$ cat src/rtl/hib_pkg.sv
package hib_pkg;

  typedef enum logic [1:0] {
    ST_RUN = 2'd0,
    ST_HIB = 2'd1,
    ST_RST = 2'd2
  } hib_st_e;

  localparam logic [1:0] A_CTL  = 2'd0;
  localparam logic [1:0] A_FILT = 2'd1;
  localparam logic [1:0] A_RLEN = 2'd2;

  localparam int CTL_PD   = 0;
  localparam int CTL_FCLR = 1;

endpackage

$ cat src/rtl/hib_regs.sv
module hib_regs
  import hib_pkg::*;
#(
  parameter int CNT_W = 16
) (
  input  logic             clk,
  input  logic             rst_n,
  input  logic             accept,
  input  logic             wr_en,
  input  logic [1:0]       wr_addr,
  input  logic [CNT_W-1:0] wr_data,
  output logic [CNT_W-1:0] filt_lim,
  output logic [CNT_W-1:0] rst_len
);

  localparam logic [CNT_W-1:0] ONE = CNT_W'(1);

  logic [CNT_W-1:0] filt_q, filt_d;
  logic [CNT_W-1:0] rlen_q, rlen_d;
  logic             filt_en, rlen_en;

  always_comb begin
    filt_en = accept && wr_en && (wr_addr == A_FILT);
    rlen_en = accept && wr_en && (wr_addr == A_RLEN);
    filt_d  = wr_data;
    rlen_d  = wr_data;
  end

  always_ff @(posedge clk or negedge rst_n) begin
    if (!rst_n) begin
      filt_q <= '0;
      rlen_q <= '0;
    end else begin
      if (filt_en) filt_q <= filt_d;
      if (rlen_en) rlen_q <= rlen_d;
    end
  end

  // zero is treated as one cycle
  assign filt_lim = (filt_q == '0) ? ONE : filt_q;
  assign rst_len  = (rlen_q == '0) ? ONE : rlen_q;

endmodule

$ cat src/rtl/hib_wake_filt.sv
module hib_wake_filt #(
  parameter int CNT_W    = 16,
  parameter int SYNC_STG = 2
) (
  input  logic             clk,
  input  logic             rst_n,
  input  logic             wake_in,
  input  logic             arm,
  input  logic [CNT_W-1:0] lim,
  output logic             qual
);

  localparam logic [CNT_W-1:0] ONE = CNT_W'(1);

  logic [SYNC_STG-1:0] sync_q;
  logic                wake_s;

  for (genvar g = 0; g < SYNC_STG; g++) begin : g_sync
    if (g == 0) begin : g_first
      always_ff @(posedge clk or negedge rst_n) begin
        if (!rst_n) sync_q[g] <= 1'b0;
        else        sync_q[g] <= wake_in;
      end
    end else begin : g_next
      always_ff @(posedge clk or negedge rst_n) begin
        if (!rst_n) sync_q[g] <= 1'b0;
        else        sync_q[g] <= sync_q[g-1];
      end
    end
  end

  assign wake_s = sync_q[SYNC_STG-1];

  logic [CNT_W-1:0] fc_q, fc_d;
  logic             fc_en;

  always_comb begin
    qual  = arm && wake_s && (fc_q >= lim - ONE);
    fc_en = 1'b1;
    if (!arm || !wake_s || qual) fc_d = '0;
    else                         fc_d = fc_q + ONE;
    if (fc_d == fc_q) fc_en = 1'b0;
  end

  always_ff @(posedge clk or negedge rst_n) begin
    if (!rst_n)     fc_q <= '0;
    else if (fc_en) fc_q <= fc_d;
  end

endmodule

$ cat src/rtl/hib_seq.sv
module hib_seq
  import hib_pkg::*;
#(
  parameter int CNT_W  = 16,
  parameter int CSEL_W = 2
) (
  input  logic              clk,
  input  logic              rst_n,
  input  logic              pd_wr,
  input  logic              fclr_wr,
  input  logic [CSEL_W-1:0] clk_sel,
  input  logic              qual,
  input  logic [CNT_W-1:0]  rst_len,
  output hib_st_e           state,
  output logic              pwr_on,
  output logic              hib_rst_n,
  output logic              pd_state,
  output logic              hib_flag
);

  localparam logic [CNT_W-1:0] ONE = CNT_W'(1);

  hib_st_e          st_q, st_d;
  logic             pd_q, pd_d;
  logic             flag_q, flag_d;
  logic [CNT_W-1:0] rc_q, rc_d;
  logic             rc_en;

  always_comb begin
    st_d   = st_q;
    pd_d   = pd_q;
    flag_d = flag_q;
    rc_d   = rc_q;
    rc_en  = 1'b0;
    unique case (st_q)
      ST_RUN: begin
        if (fclr_wr) flag_d = 1'b0;
        if (pd_wr && (clk_sel == '0)) begin
          st_d = ST_HIB;
          pd_d = 1'b1;
        end
      end
      ST_HIB: begin
        if (qual) begin
          st_d  = ST_RST;
          rc_d  = '0;
          rc_en = 1'b1;
        end
      end
      ST_RST: begin
        rc_en = 1'b1;
        if (rc_q >= rst_len - ONE) begin
          st_d   = ST_RUN;
          pd_d   = 1'b0;
          flag_d = 1'b1;
          rc_d   = '0;
        end else begin
          rc_d = rc_q + ONE;
        end
      end
      default: st_d = ST_RUN;
    endcase
  end

  always_ff @(posedge clk or negedge rst_n) begin
    if (!rst_n) begin
      st_q   <= ST_RUN;
      pd_q   <= 1'b0;
      flag_q <= 1'b0;
      rc_q   <= '0;
    end else begin
      st_q   <= st_d;
      pd_q   <= pd_d;
      flag_q <= flag_d;
      if (rc_en) rc_q <= rc_d;
    end
  end

  assign state     = st_q;
  assign pwr_on    = (st_q != ST_HIB);
  assign hib_rst_n = (st_q != ST_RST);
  assign pd_state  = pd_q;
  assign hib_flag  = flag_q;

endmodule

$ cat src/rtl/hib_pwr_ctrl.sv
module hib_pwr_ctrl
  import hib_pkg::*;
#(
  parameter int CNT_W    = 16,
  parameter int CSEL_W   = 2,
  parameter int SYNC_STG = 2
) (
  input  logic              clk,
  input  logic              rst_n,
  input  logic              wr_en,
  input  logic [1:0]        wr_addr,
  input  logic [CNT_W-1:0]  wr_data,
  input  logic [CSEL_W-1:0] clk_sel,
  input  logic              wake_in,
  output logic              pwr_on,
  output logic              hib_rst_n,
  output logic              pd_state,
  output logic              hib_flag
);

  hib_st_e          state;
  logic             run, armed;
  logic             ctl_wr, pd_wr, fclr_wr, qual;
  logic [CNT_W-1:0] filt_lim, rst_len;

  assign run     = (state == ST_RUN);
  assign armed   = (state == ST_HIB);
  assign ctl_wr  = wr_en && (wr_addr == A_CTL);
  assign pd_wr   = ctl_wr && wr_data[CTL_PD];
  assign fclr_wr = ctl_wr && wr_data[CTL_FCLR];

  hib_regs #(.CNT_W(CNT_W)) u_regs (
    .clk      (clk),
    .rst_n    (rst_n),
    .accept   (run),
    .wr_en    (wr_en),
    .wr_addr  (wr_addr),
    .wr_data  (wr_data),
    .filt_lim (filt_lim),
    .rst_len  (rst_len)
  );

  hib_wake_filt #(.CNT_W(CNT_W), .SYNC_STG(SYNC_STG)) u_filt (
    .clk     (clk),
    .rst_n   (rst_n),
    .wake_in (wake_in),
    .arm     (armed),
    .lim     (filt_lim),
    .qual    (qual)
  );

  hib_seq #(.CNT_W(CNT_W), .CSEL_W(CSEL_W)) u_seq (
    .clk       (clk),
    .rst_n     (rst_n),
    .pd_wr     (pd_wr),
    .fclr_wr   (fclr_wr),
    .clk_sel   (clk_sel),
    .qual      (qual),
    .rst_len   (rst_len),
    .state     (state),
    .pwr_on    (pwr_on),
    .hib_rst_n (hib_rst_n),
    .pd_state  (pd_state),
    .hib_flag  (hib_flag)
  );

endmodule

$ cat config.mk
export PLATFORM = sky130hd
export DESIGN_NAME = hib_pwr_ctrl
export DESIGN_NICKNAME = d
export VERILOG_FILES = /design/src/rtl/hib_pkg.sv /design/src/rtl/hib_regs.sv /design/src/rtl/hib_wake_filt.sv /design/src/rtl/hib_seq.sv /design/src/rtl/hib_pwr_ctrl.sv
export SDC_FILE = /design/constraint.sdc
export NUM_CORES = 1
export LEC_CHECK = 0
export BUFFER_PORTS_ARGS = -buffer_cell sky130_fd_sc_hd__buf_2
export CAP_MARGIN = 10
export CORE_MARGIN = 1.5
export CORE_UTILIZATION = 35
export DETAILED_ROUTE_END_ITERATION = 10
export MAX_ROUTING_LAYER = met4
export PLACE_DENSITY_LB_ADDON = 0.25
export SETUP_SLACK_MARGIN = 0.5
export SYNTH_ARGS = -nofsm -noshare
export SYNTH_HDL_FRONTEND = slang
export SYNTH_SLANG_ARGS = --single-unit
$ cat constraint.sdc
create_clock -name clk -period 9.5 [get_ports clk]
set_input_delay 1.9 -clock clk [delete_from_list [all_inputs] [get_ports clk]]
set_output_delay 1.9 -clock clk [all_outputs]
set_load 0.005 [all_outputs]
==> impl_metrics.csv, run 1 <==
group,metric,value,unit
worst_setup_path,timing_worst_setup_path_type,"reg -> reg",
worst_setup_path,endpoint_kind,"register",
floorplanning,dieWidth,115.2,um
layout,antenna_cells,0,
clock_network,clock_tree.root_cell,"sky130_fd_sc_hd__clkbuf_16",
clock_network,cts-resized-gates,0,
layout,post_route_cells_drive_above_1_share,0.1841,
clock_network,ctsHoldBuffers,0,
clock_network,tritoncts_num_sinks,70,
layout,fin_cells,646,
clock_network,clk_pin_slew,60,ps
routing,wl_per_cell,15.54,um
run,max_capacitance_violation_count,0,
logic_synthesis,synth_cell_types,57,
sta,finalHoldWorstSlack,350.5,ps
routing,route.detailed.drc,0,
logic_synthesis,synthesized_area_fraction_occupied_by_ao_oa_aoi_and_oai_cells,0.1312,
layout,seqCellArea,1752,um2
logic_synthesis,synth_seq_cells,70,
worst_setup_path,worstPathBufferInverterCount,0,
clock_network,clk-insertion-delay-late,330,ps
floorplanning,start_util,0.3622,
floorplanning,chipHeight,115.2,um
layout,postLayoutCellArea,5007,um2
clock_network,max-clock-path-buffers,2,
worst_setup_path,path_cells,"or4_4 > nor4_4 > nand2_1 > nor4_1 > nor2_1 > ha_1 > nor3b_1 > nand2_1 > nor4_1 > xnor2_1 > ha_1 > nand4_1 > a2111o_1 > o211ai_1 > and2_0 > a311oi_1",
placed_design,dpl.hpwl,7312,um
logic_synthesis,synth_top_family_by_area,"simple AND/OR/NAND/NOR gates",
logic_synthesis,syn_nets,505,
logic_synthesis,syn-cell-area,4405,um2
pwr,static-leakage-power,2.060,nW
worst_setup_path,worst_ep_arrival_time,4910,ps
worst_setup_path,slowest_delay,860,ps
sta,slew_violations,0,
logic_synthesis,synth_adder_area_share,0.1022,
routing,first_iter_violations,173,
sta,clock-skew-final,7.818,ps
placed_design,place_congestion,0.7839,
routing,firstDrtPassIters,5,
logic_synthesis,synthSimpleGateAreaFrac,0.1980,
worst_setup_path,critical_path.slowest_cell,"sky130_fd_sc_hd__o211ai_1",
floorplanning,fp.coreArea,12160,um2
routing,route.final.wire_length,10040,um
logic_synthesis,synthesis.area_per_instance,9.900,um2
logic_synthesis,synth-edff-count,0,
floorplanning,placementRows,40,
layout,fin_nets,535,
grt,grt_usage,0.1644,
pwr,total_power,0.9155,mW
logic_synthesis,ys.flop_type,"sky130_fd_sc_hd__dfrtp_1",
clock_network,cts_made_buffers,9,
sta,fmaxAchievable,211.5,MHz
logic_synthesis,synth_seq_area_share,0.3976,
logic_synthesis,synth.largest_area_cell,"sky130_fd_sc_hd__dfrtp_1",
floorplanning,overall_die_area,13270,um2
worst_setup_path,register_to_register_path_depth,16,
sta,rsz0062_at_grt,"no",
worst_setup_path,cp.depth,16,
logic_synthesis,synth_xor_xnor_area_share,0.05964,
sta,timing.final.setup_violations,0,
layout,final_design_utilization,0.4117,
layout,n_fill_cell,1189,
clock_network,tritoncts_clock_tree,"yes",
pwr,vdd_ir_max,0.00008176,V
worst_setup_path,data_required_time_at_the_worst_endpoint,9680,ps
sta,transition_time_of_the_tightest_slew_check_pin,1109,ps
layout,multiInputGateArea,2511,um2
logic_synthesis,synth-warning-count,0,
logic_synthesis,synth_top_area_frac,0.3976,
grt,grt_pass1_vias,3213,
logic_synthesis,netlist_instances,445,
logic_synthesis,synthMuxAreaShare,0.07895,
pwr,cellPowerDensity,182.8,nW/um2
sta,post-route-period-util,0.4978,
hold_path,worst_hold_path_type,"reg -> reg",
sta,worst_slack,4771,ps
placed_design,post_dp_cell_area,4717,um2
logic_synthesis,synthMostInstantiatedCell,"sky130_fd_sc_hd__dfrtp_1",
worst_setup_path,critPathLaunchType,"register",
placed_design,dpl.cell_count,632,
sta,maxSlewHeadroom,0.2574,
routing,route.vias.total,3425,
grt,grt_first_pass_wirelength,16440,um
routing,antenna_violating_nets_post_route,0,
worst_setup_path,worstPathMaxFanout,13,
routing,vias_per_cell,5.302,
sta,timing_hold_violations_final,0,
logic_synthesis,synth_top_cells_by_area,"sky130_fd_sc_hd__dfrtp_1, sky130_fd_sc_hd__ha_1, sky130_fd_sc_hd__mux2_2",
clock_network,cts-htree-levels,3,
floorplanning,boundaryPins,28,
run_status,outcome,"complete, no violations",
placed_design,placement.setup.worst_slack,4736,ps
grt,antenna_found_initial,0,
sta,finalSetupTns,0,ps
grt,gr-total-overflow,0,
logic_synthesis,synth.cells.most_frequent,"sky130_fd_sc_hd__dfrtp_1, sky130_fd_sc_hd__ha_1, sky130_fd_sc_hd__nor2_1, sky130_fd_sc_hd__mux2_2, sky130_fd_sc_hd__nand2_1",
clock_network,cts_setup_buffers,0,
layout,area_delta_synth_final,13.66,%
grt,grt_max_degree,71,
sta,final.min_clock_period,4729,ps
worst_setup_path,crit_family,"simple AND/OR/NAND/NOR gates",
hold_path,timing.hold.worst_path_depth,0,
logic_synthesis,synth_async_sr_flop_share,1.000,
placed_design,io_buffers,27,
layout make-up:
cell class / count / area share
well taps: 168 / 0.04198
repair buffers: 30 / 0.03148
clock inverters: 1 / 0.005997
inverters: 23 / 0.01724
clock buffers: 13 / 0.05197
multi-input cells: 341 / 0.5015
flip-flops and latches: 70 / 0.3498
layout by cell type, fill, tap and decap left out, types with 7 or more instances in the layout:
| cell type | count |
|---|---|
| sky130_fd_sc_hd__inv_1 | 23 |
| sky130_fd_sc_hd__o21ai_0 | 14 |
| sky130_fd_sc_hd__nand4_1 | 8 |
| sky130_fd_sc_hd__nor2_1 | 36 |
| sky130_fd_sc_hd__clkbuf_16 | 9 |
| sky130_fd_sc_hd__xor2_1 | 7 |
| sky130_fd_sc_hd__nand2_1 | 30 |
| sky130_fd_sc_hd__nor4_1 | 16 |
| sky130_fd_sc_hd__nand3_1 | 19 |
| sky130_fd_sc_hd__xnor2_1 | 23 |
| sky130_fd_sc_hd__a21oi_1 | 18 |
| sky130_fd_sc_hd__a31oi_1 | 12 |
| sky130_fd_sc_hd__dfrtp_1 | 70 |
| sky130_fd_sc_hd__nor3_1 | 14 |
| sky130_fd_sc_hd__mux2_2 | 30 |
| sky130_fd_sc_hd__o211ai_1 | 11 |
| sky130_fd_sc_hd__ha_1 | 36 |
| sky130_fd_sc_hd__buf_2 | 27 |
where the power goes:
part,internal (mW),switching [mW]
sequential,0.338,0.0562
clock,0.215,0.121
combinational,0.0978,0.0879
worst register-to-register path: cells and delay by family, from the launching register on:
family | cells | cell delay (ps)
DFF | 1 | 420
adders and majority gates | 2 | 530
xor gates and xnor gates | 1 | 130
AOI/OAI and AO/OA | 3 | 1360
and+or+nand+nor | 10 | 2130
logic make-up after synthesis:
kind of cell,count (synthesis)
simple gates,158
compound gates,86
flops,70
fa+ha+maj,36
buf+inv,34
mux,31
xor+xnor,30
registers in the layout (all words and copies together) (netlist names):
signal,count
u_filt.wake_s,1
u_regs.rlen_q,16
u_filt.fc_q,16
u_seq.state,2
u_seq.pd_state,1
u_regs.filt_q,16
u_seq.rc_q,16
u_filt.sync_q,1
u_seq.hib_flag,1
layer usage:
metal | track usage | wire, um | vias to the layer above
met4 | 0.05926 | 148 | 0
met2 | 0.2302 | 4411 | 68
met3 | 0.03163 | 372 | 13
met5 | - | 0 | -
met1 | 0.2353 | 5103 | 1644
li1 | - | - | 1700
final timing paths:
path | from | to | slack, ps
min in group asynchronous | rst_n | u_filt.fc_q[0] | 1780
worst min register to register | u_filt.sync_q[0] | u_filt.wake_s | 350
worst min-delay path | u_filt.sync_q[0] | u_filt.wake_s | 350
worst max-delay path | u_regs.filt_q[5] | u_filt.fc_q[6] | 4770
max in group asynchronous | rst_n | u_filt.fc_q[14] | 7110
worst max register to register | u_regs.filt_q[5] | u_filt.fc_q[6] | 4770
Note: power is estimated with default switching activity, not from simulation.
==> inputs of run 2 (changes only) <==
clock period = 4.7 ns   (was 9.5 ns; I/O delays follow)
==> run 2 against run 1 <==
  * Critical endpoint is now u_seq.state[0]
  * Clock-buffer cell count is 3 lower
  * Combinational power up 110%
  * Global-route usage up 1.0 points
  * Clock skew is 3.4 ps lower
  * First-iteration DRC count is 0.58% lower
  * Final area grew 3.0%
  * Largest cell class unchanged
  * Non-clock buffer count rose by 10
  * Total power is 110% higher
  * Wire length grew 3.5%
==> impl_metrics.csv, run 2 (synthesized netlist as in run 1, its figures left out) <==
group,metric,value,unit
grt,grt_first_pass_wirelength,17330,um
layout,top_library_cells_by_usage_in_the_layout_fill_and_taps_aside,"sky130_fd_sc_hd__dfrtp_1, sky130_fd_sc_hd__nor2_1, sky130_fd_sc_hd__ha_1",
worst_setup_path,worstPathMaxFanout,6,
worst_setup_path,critPathLaunchType,"register",
worst_setup_path,timing_worst_setup_path_type,"reg -> reg",
clock_network,cts_made_buffers,9,
sta,transition_time_of_the_tightest_slew_check_pin,1096,ps
worst_setup_path,crit_family,"simple AND/OR/NAND/NOR gates",
worst_setup_path,path_cells,"or4_4 > nor4_4 > nand2_2 > nor4_2 > nor2_1 > ha_1 > nor3b_2 > nand2_1 > nor4_1 > xnor2_1 > ha_1 > nand4_1 > a2111o_1 > o21a_1 > buf_4 > o21a_1 > o21ba_2",
grt,antenna_found_initial,0,
placed_design,place_congestion,0.8146,
worst_setup_path,critical_path.slowest_cell,"sky130_fd_sc_hd__or4_4",
routing,route.vias.total,3469,
clock_network,clk_pin_slew,60,ps
floorplanning,dieWidth,115.2,um
placed_design,io_buffers,27,
grt,grt_pass1_vias,3348,
clock_network,tritoncts_clock_tree,"yes",
worst_setup_path,worstPathBufferInverterCount,1,
pwr,sequentialPowerShare,0.411,
worst_setup_path,slowest_delay,570,ps
sta,post-route-period-util,0.8534,
clock_network,cts-htree-levels,3,
layout,area_delta_synth_final,17.13,%
clock_network,tritoncts_num_sinks,70,
layout,fin_nets,545,
worst_setup_path,worst_ep_arrival_time,4240,ps
worst_setup_path,endpoint_kind,"register",
hold_path,worst_hold_path_type,"reg -> reg",
sta,timing_hold_violations_final,0,
floorplanning,boundaryPins,28,
clock_network,max-clock-path-buffers,2,
routing,firstDrtPassIters,4,
run,max_capacitance_violation_count,0,
pwr,vdd_ir_max,0.0001591,V
routing,wl_per_cell,15.79,um
sta,rsz0062_at_grt,"no",
floorplanning,placementRows,40,
layout,fin_cells,658,
clock_network,ctsHoldBuffers,0,
sta,slew_violations,0,
floorplanning,fp.coreArea,12160,um2
layout,antenna_cells,0,
grt,gr-total-overflow,0,
pwr,p_int,1.375,mW
placed_design,dpl.hpwl,7719,um
placed_design,dpl.cell_count,636,
pwr,static-leakage-power,2.130,nW
grt,grt_max_degree,47,
sta,maxSlewHeadroom,0.2666,
sta,timing.final.setup_violations,0,
routing,route.final.wire_length,10390,um
layout,post_route_cells_drive_above_1_share,0.2245,
sta,final.min_clock_period,4011,ps
pwr,cellPowerDensity,378.0,nW/um2
worst_setup_path,data_required_time_at_the_worst_endpoint,4930,ps
pwr,clockPowerShare,0.388,
pwr,pwr-share-comb,0.201,
floorplanning,start_util,0.3622,
sta,finalSetupTns,0,ps
layout,layout.cells.most_common,"sky130_fd_sc_hd__dfrtp_1",
floorplanning,chipHeight,115.2,um
pwr,total_switching_power,0.5759,mW
run_status,outcome,"complete, no violations",
floorplanning,overall_die_area,13270,um2
clock_network,clk-insertion-delay-late,330,ps
routing,first_iter_violations,172,
sta,clock-skew-final,4.411,ps
clock_network,clock_tree.root_cell,"sky130_fd_sc_hd__clkbuf_16",
routing,route.detailed.drc,0,
routing,vias_per_cell,5.272,
sta,fmaxAchievable,249.3,MHz
routing,antenna_violating_nets_post_route,0,
grt,grt_usage,0.1744,
pwr,sw_frac_of_total,0.2952,
==> run 2: power groups by stage <==
stage,combinational (mW),clock [mW],sequential (mW)
6_report,0.392,0.756,0.802
5_1_grt,0.452,0.796,0.818
4_1_cts,0.385,0.775,0.799
3_5_place_dp,0.381,0,0.808
3_3_place_gp,0.373,0,0.803
2_1_floorplan,0.299,0,0.769
==> run 2: what timing repair did <==
item,in CTS,in global routing
setup buffers,0,6
endpoints found under the hold margin,0,0
gates resized for setup,0,11
setup endpoints to repair,0,29
==> run 2: metrics by stage <==
| step | utilization | instance area, um2 | setup WS, ps | hold WS (ps) | power (mW) |
|---|---|---|---|---|---|
| after global placement | 0.3903 | 4747 | 722.3 | 335.2 | 1.176 |
| after detailed placement | 0.3903 | 4747 | 568.7 | 345.7 | 1.189 |
| after floorplan | - | 4405 | 878.3 | 331.2 | 1.068 |
| after global routing | 0.4243 | 5160 | 455.5 | 366.9 | 2.066 |
| after CTS | 0.4176 | 5079 | 545.4 | 359.7 | 1.959 |
| final | 0.4243 | 5160 | 689.0 | 355.5 | 1.951 |
==> run 2: worst paths after layout <==
check                                 start                to  slack [ps]  depth (start not counted)
hold / removal             u_filt.sync_q[0]     u_filt.wake_s         360                          0
setup reg to reg           u_regs.filt_q[4]    u_seq.state[0]         690                         17
setup / recovery           u_regs.filt_q[4]    u_seq.state[0]         690                         17
max in group asynchronous             rst_n  u_regs.filt_q[4]        2970                          2
min in group asynchronous             rst_n    u_filt.fc_q[2]         790                          1
hold reg to reg            u_filt.sync_q[0]     u_filt.wake_s         360                          0
==> run 2: layout make-up <==
cell class / count / area (um2)
clock inverter: 6 / 92.59
multi-input combinational: 341 / 2542
clock buffer: 10 / 239.0
fill: 1172 / 7002
tap: 168 / 210.2
timing repair buffer: 40 / 236.5
sequential: 70 / 1753
inverter: 23 / 86.33
==> run 2: worst register-to-register path, cell delays in order, from the launching register on <==
cell	delay [ps]
sky130_fd_sc_hd__dfrtp_2	440
sky130_fd_sc_hd__or4_4	570
sky130_fd_sc_hd__nor4_4	290
sky130_fd_sc_hd__nand2_2	120
sky130_fd_sc_hd__nor4_2	160
sky130_fd_sc_hd__nor2_1	100
sky130_fd_sc_hd__ha_1	210
sky130_fd_sc_hd__nor3b_2	200
sky130_fd_sc_hd__nand2_1	100
sky130_fd_sc_hd__nor4_1	60
sky130_fd_sc_hd__xnor2_1	140
sky130_fd_sc_hd__ha_1	340
sky130_fd_sc_hd__nand4_1	130
sky130_fd_sc_hd__a2111o_1	320
sky130_fd_sc_hd__o21a_1	220
sky130_fd_sc_hd__buf_4	160
sky130_fd_sc_hd__o21a_1	170
sky130_fd_sc_hd__o21ba_2	190
==> run 2: routing by layer <==
metal  vias up  wire, um  GRT usage  part of all wire
met2        52      4619     0.2528              0.44
met3        11       292    0.02899             0.028
li1       1727         -          -                 -
met4         0       180    0.06749             0.017
met1      1679      5299     0.2435              0.51
met5         -         0          -                 0
==> inputs of run 3 (changes only) <==
CELL_PAD_IN_SITES_DETAIL_PLACEMENT = 2   (was unset)
CELL_PAD_IN_SITES_GLOBAL_PLACEMENT = 2   (was unset)
==> run 3 against run 2 <==
  * Via count is 6.3% higher
  * Critical path type unchanged
  * Die area stayed put
  * Critical path depth stayed put
  * Utilization is 0.58 points higher
  * Largest cell class unchanged
  * Sequential share of layout area is 0.43 points lower
  * Worst setup slack worse by 220 ps
  * Combinational power is 12% higher
  * Register-to-register slack worse by 220 ps
  * Wire length is 30% higher
==> impl_metrics.csv, run 3 (synthesized netlist as in run 1, its figures left out) <==
group,metric,value,unit
layout,area_delta_synth_final,18.72,%
worst_setup_path,data_required_time_at_the_worst_endpoint,4940,ps
worst_setup_path,critPathLaunchType,"register",
floorplanning,boundaryPins,28,
layout,layout.cells.most_common,"sky130_fd_sc_hd__dfrtp_1",
layout,top_library_cells_by_usage_in_the_layout_fill_and_taps_aside,"sky130_fd_sc_hd__dfrtp_1, sky130_fd_sc_hd__ha_1, sky130_fd_sc_hd__nor2_1",
pwr,cellPowerDensity,361.0,nW/um2
floorplanning,overall_die_area,13270,um2
sta,clock-skew-final,5.942,ps
routing,vias_per_cell,5.571,
clock_network,cts-htree-levels,3,
run_status,outcome,"complete, no violations",
floorplanning,placementRows,40,
layout,antenna_cells,0,
sta,final.min_clock_period,4234,ps
routing,wirelength_met1,6208,um
sta,transition_time_of_the_tightest_slew_check_pin,1150,ps
sta,maxSlewHeadroom,0.2301,
clock_network,ctsHoldBuffers,0,
floorplanning,start_util,0.3622,
sta,fmaxAchievable,236.2,MHz
clock_network,max-clock-path-buffers,2,
layout,n_fill_cell,1288,
pwr,static-leakage-power,2.140,nW
placed_design,placement.setup.worst_slack,389.0,ps
routing,firstDrtPassIters,4,
sta,rsz0062_at_grt,"yes",
routing,top_layer_used,"met4",
worst_setup_path,worst_ep_arrival_time,4470,ps
routing,route.final.wire_length,13460,um
grt,antenna_found_initial,0,
sta,post-route-period-util,0.9009,
worst_setup_path,timing_worst_setup_path_type,"reg -> reg",
clock_network,clk_pin_slew,60,ps
pwr,vdd_ir_max,0.0001715,V
clock_network,cts_made_buffers,9,
grt,grt_first_pass_wirelength,21510,um
worst_setup_path,worstPathMaxFanout,6,
grt,grt_pass1_vias,4051,
clock_network,tritoncts_num_sinks,70,
grt,grt_usage,0.2199,
layout,fin_nets,550,
floorplanning,chipHeight,115.2,um
grt,grt_max_degree,46,
sta,worst_slack,465.8,ps
routing,met2WireLength,6680,um
sta,slew_violations,0,
clock_network,clock_tree.root_cell,"sky130_fd_sc_hd__clkbuf_16",
floorplanning,dieWidth,115.2,um
sta,finalSetupTns,0,ps
grt,gr-total-overflow,0,
hold_path,worst_hold_path_type,"reg -> reg",
routing,routed-wl-met3,306,um
floorplanning,fp.coreArea,12160,um2
layout,post_route_cells_drive_above_1_share,0.2632,
clock_network,tritoncts_clock_tree,"yes",
routing,antenna_violating_nets_post_route,0,
routing,route.detailed.drc,0,
placed_design,dpl.hpwl,9664,um
placed_design,io_buffers,27,
run,max_capacitance_violation_count,0,
placed_design,place_congestion,0.7776,
clock_network,clk-insertion-delay-late,340,ps
routing,route.vias.total,3688,
worst_setup_path,endpoint_kind,"register",
routing,wl_per_cell,20.33,um
sta,timing_hold_violations_final,0,
sta,timing.final.setup_violations,0,
routing,first_iter_violations,114,
==> run 3: cell count changes in the layout (fill, tap and decap cells not counted), sizes merged <==
cell | before | now
clkinvlp | 2 | 0
clkbuf | 10 | 14
clkinv | 0 | 1
bufinv | 2 | 0
inv | 25 | 23
buf | 40 | 45
==> run 3: layer usage <==
| metal | vias to the layer above | GRT usage |
|---|---|---|
| li1 | 1733 | - |
| met1 | 1886 | 0.2867 |
| met2 | 46 | 0.3480 |
| met3 | 23 | 0.03163 |
| met4 | 0 | 0.08230 |
| met5 | - | - |
==> run 3: path summary, 6_finish.rpt <==
| kind | slack, ps | to | start | cells after the start |
|---|---|---|---|---|
| setup / recovery | 470 | u_filt.fc_q[8] | u_regs.filt_q[4] | 17 |
| hold / removal | 360 | u_filt.wake_s | u_filt.sync_q[0] | 0 |
| setup reg to reg | 470 | u_filt.fc_q[8] | u_regs.filt_q[4] | 17 |
| hold reg to reg | 360 | u_filt.wake_s | u_filt.sync_q[0] | 0 |
| max in group asynchronous | 3020 | u_regs.filt_q[4] | rst_n | 2 |
| min in group asynchronous | 620 | u_filt.fc_q[5] | rst_n | 1 |
==> run 3: report_power, final <==
| part | total, mW | internal, mW | switching [mW] |
|---|---|---|---|
| sequential | 0.812 | 0.683 | 0.129 |
| combinational | 0.438 | 0.223 | 0.215 |
| clock | 0.638 | 0.383 | 0.255 |
| total | 1.89 | 1.29 | 0.598 |
==> run 3: worst max-delay path, stage by stage, from the launching register on <==
cell	delay, ps
sky130_fd_sc_hd__dfrtp_2	420
sky130_fd_sc_hd__or4_4	570
sky130_fd_sc_hd__nor4_4	320
sky130_fd_sc_hd__nand2_2	140
sky130_fd_sc_hd__nor4_4	310
sky130_fd_sc_hd__nor2_2	90
sky130_fd_sc_hd__ha_2	200
sky130_fd_sc_hd__nor3b_4	180
sky130_fd_sc_hd__nand2_2	100
sky130_fd_sc_hd__nor4_2	50
sky130_fd_sc_hd__xnor2_1	140
sky130_fd_sc_hd__ha_1	350
sky130_fd_sc_hd__nand4_1	140
sky130_fd_sc_hd__inv_1	80
sky130_fd_sc_hd__a221oi_2	320
sky130_fd_sc_hd__o211ai_1	230
sky130_fd_sc_hd__and2_4	270
sky130_fd_sc_hd__a311oi_2	220
==> run 3: final cells by class <==
cell class / instances / area [um2] / share of cell area
multi-input cells: 341 / 2629 / 0.5026
flip-flops and latches: 70 / 1754 / 0.3354
clock buffers: 14 / 264.0 / 0.05048
clock inverters: 1 / 5.005 / 0.0009569
inverters: 23 / 86.33 / 0.01651
repair buffers: 45 / 281.5 / 0.05383
well taps: 168 / 210.2 / 0.04019
==> run 3: repair_timing <==
item / in CTS / in global routing
resized for setup: 4 / 31
buffers inserted: 4 / 7
pin swaps: 2 / 18
endpoints found under the setup margin: 13 / 35
==> run 3: per-stage QoR <==
step / area (um2) / util / hold slack (ps) / power (mW) / std cells
final: 5230 / 0.4300 / 359.2 / 1.888 / 662
after global routing: 5230 / 0.4300 / 374.7 / 2.001 / 662
after floorplan: 4405 / - / 331.2 / 1.068 / 445
after detailed placement: 4747 / 0.3903 / 351.7 / 1.217 / 636
after global placement: 4747 / 0.3903 / 336.3 / 1.176 / 636
after CTS: 5060 / 0.4160 / 364.3 / 1.874 / 655
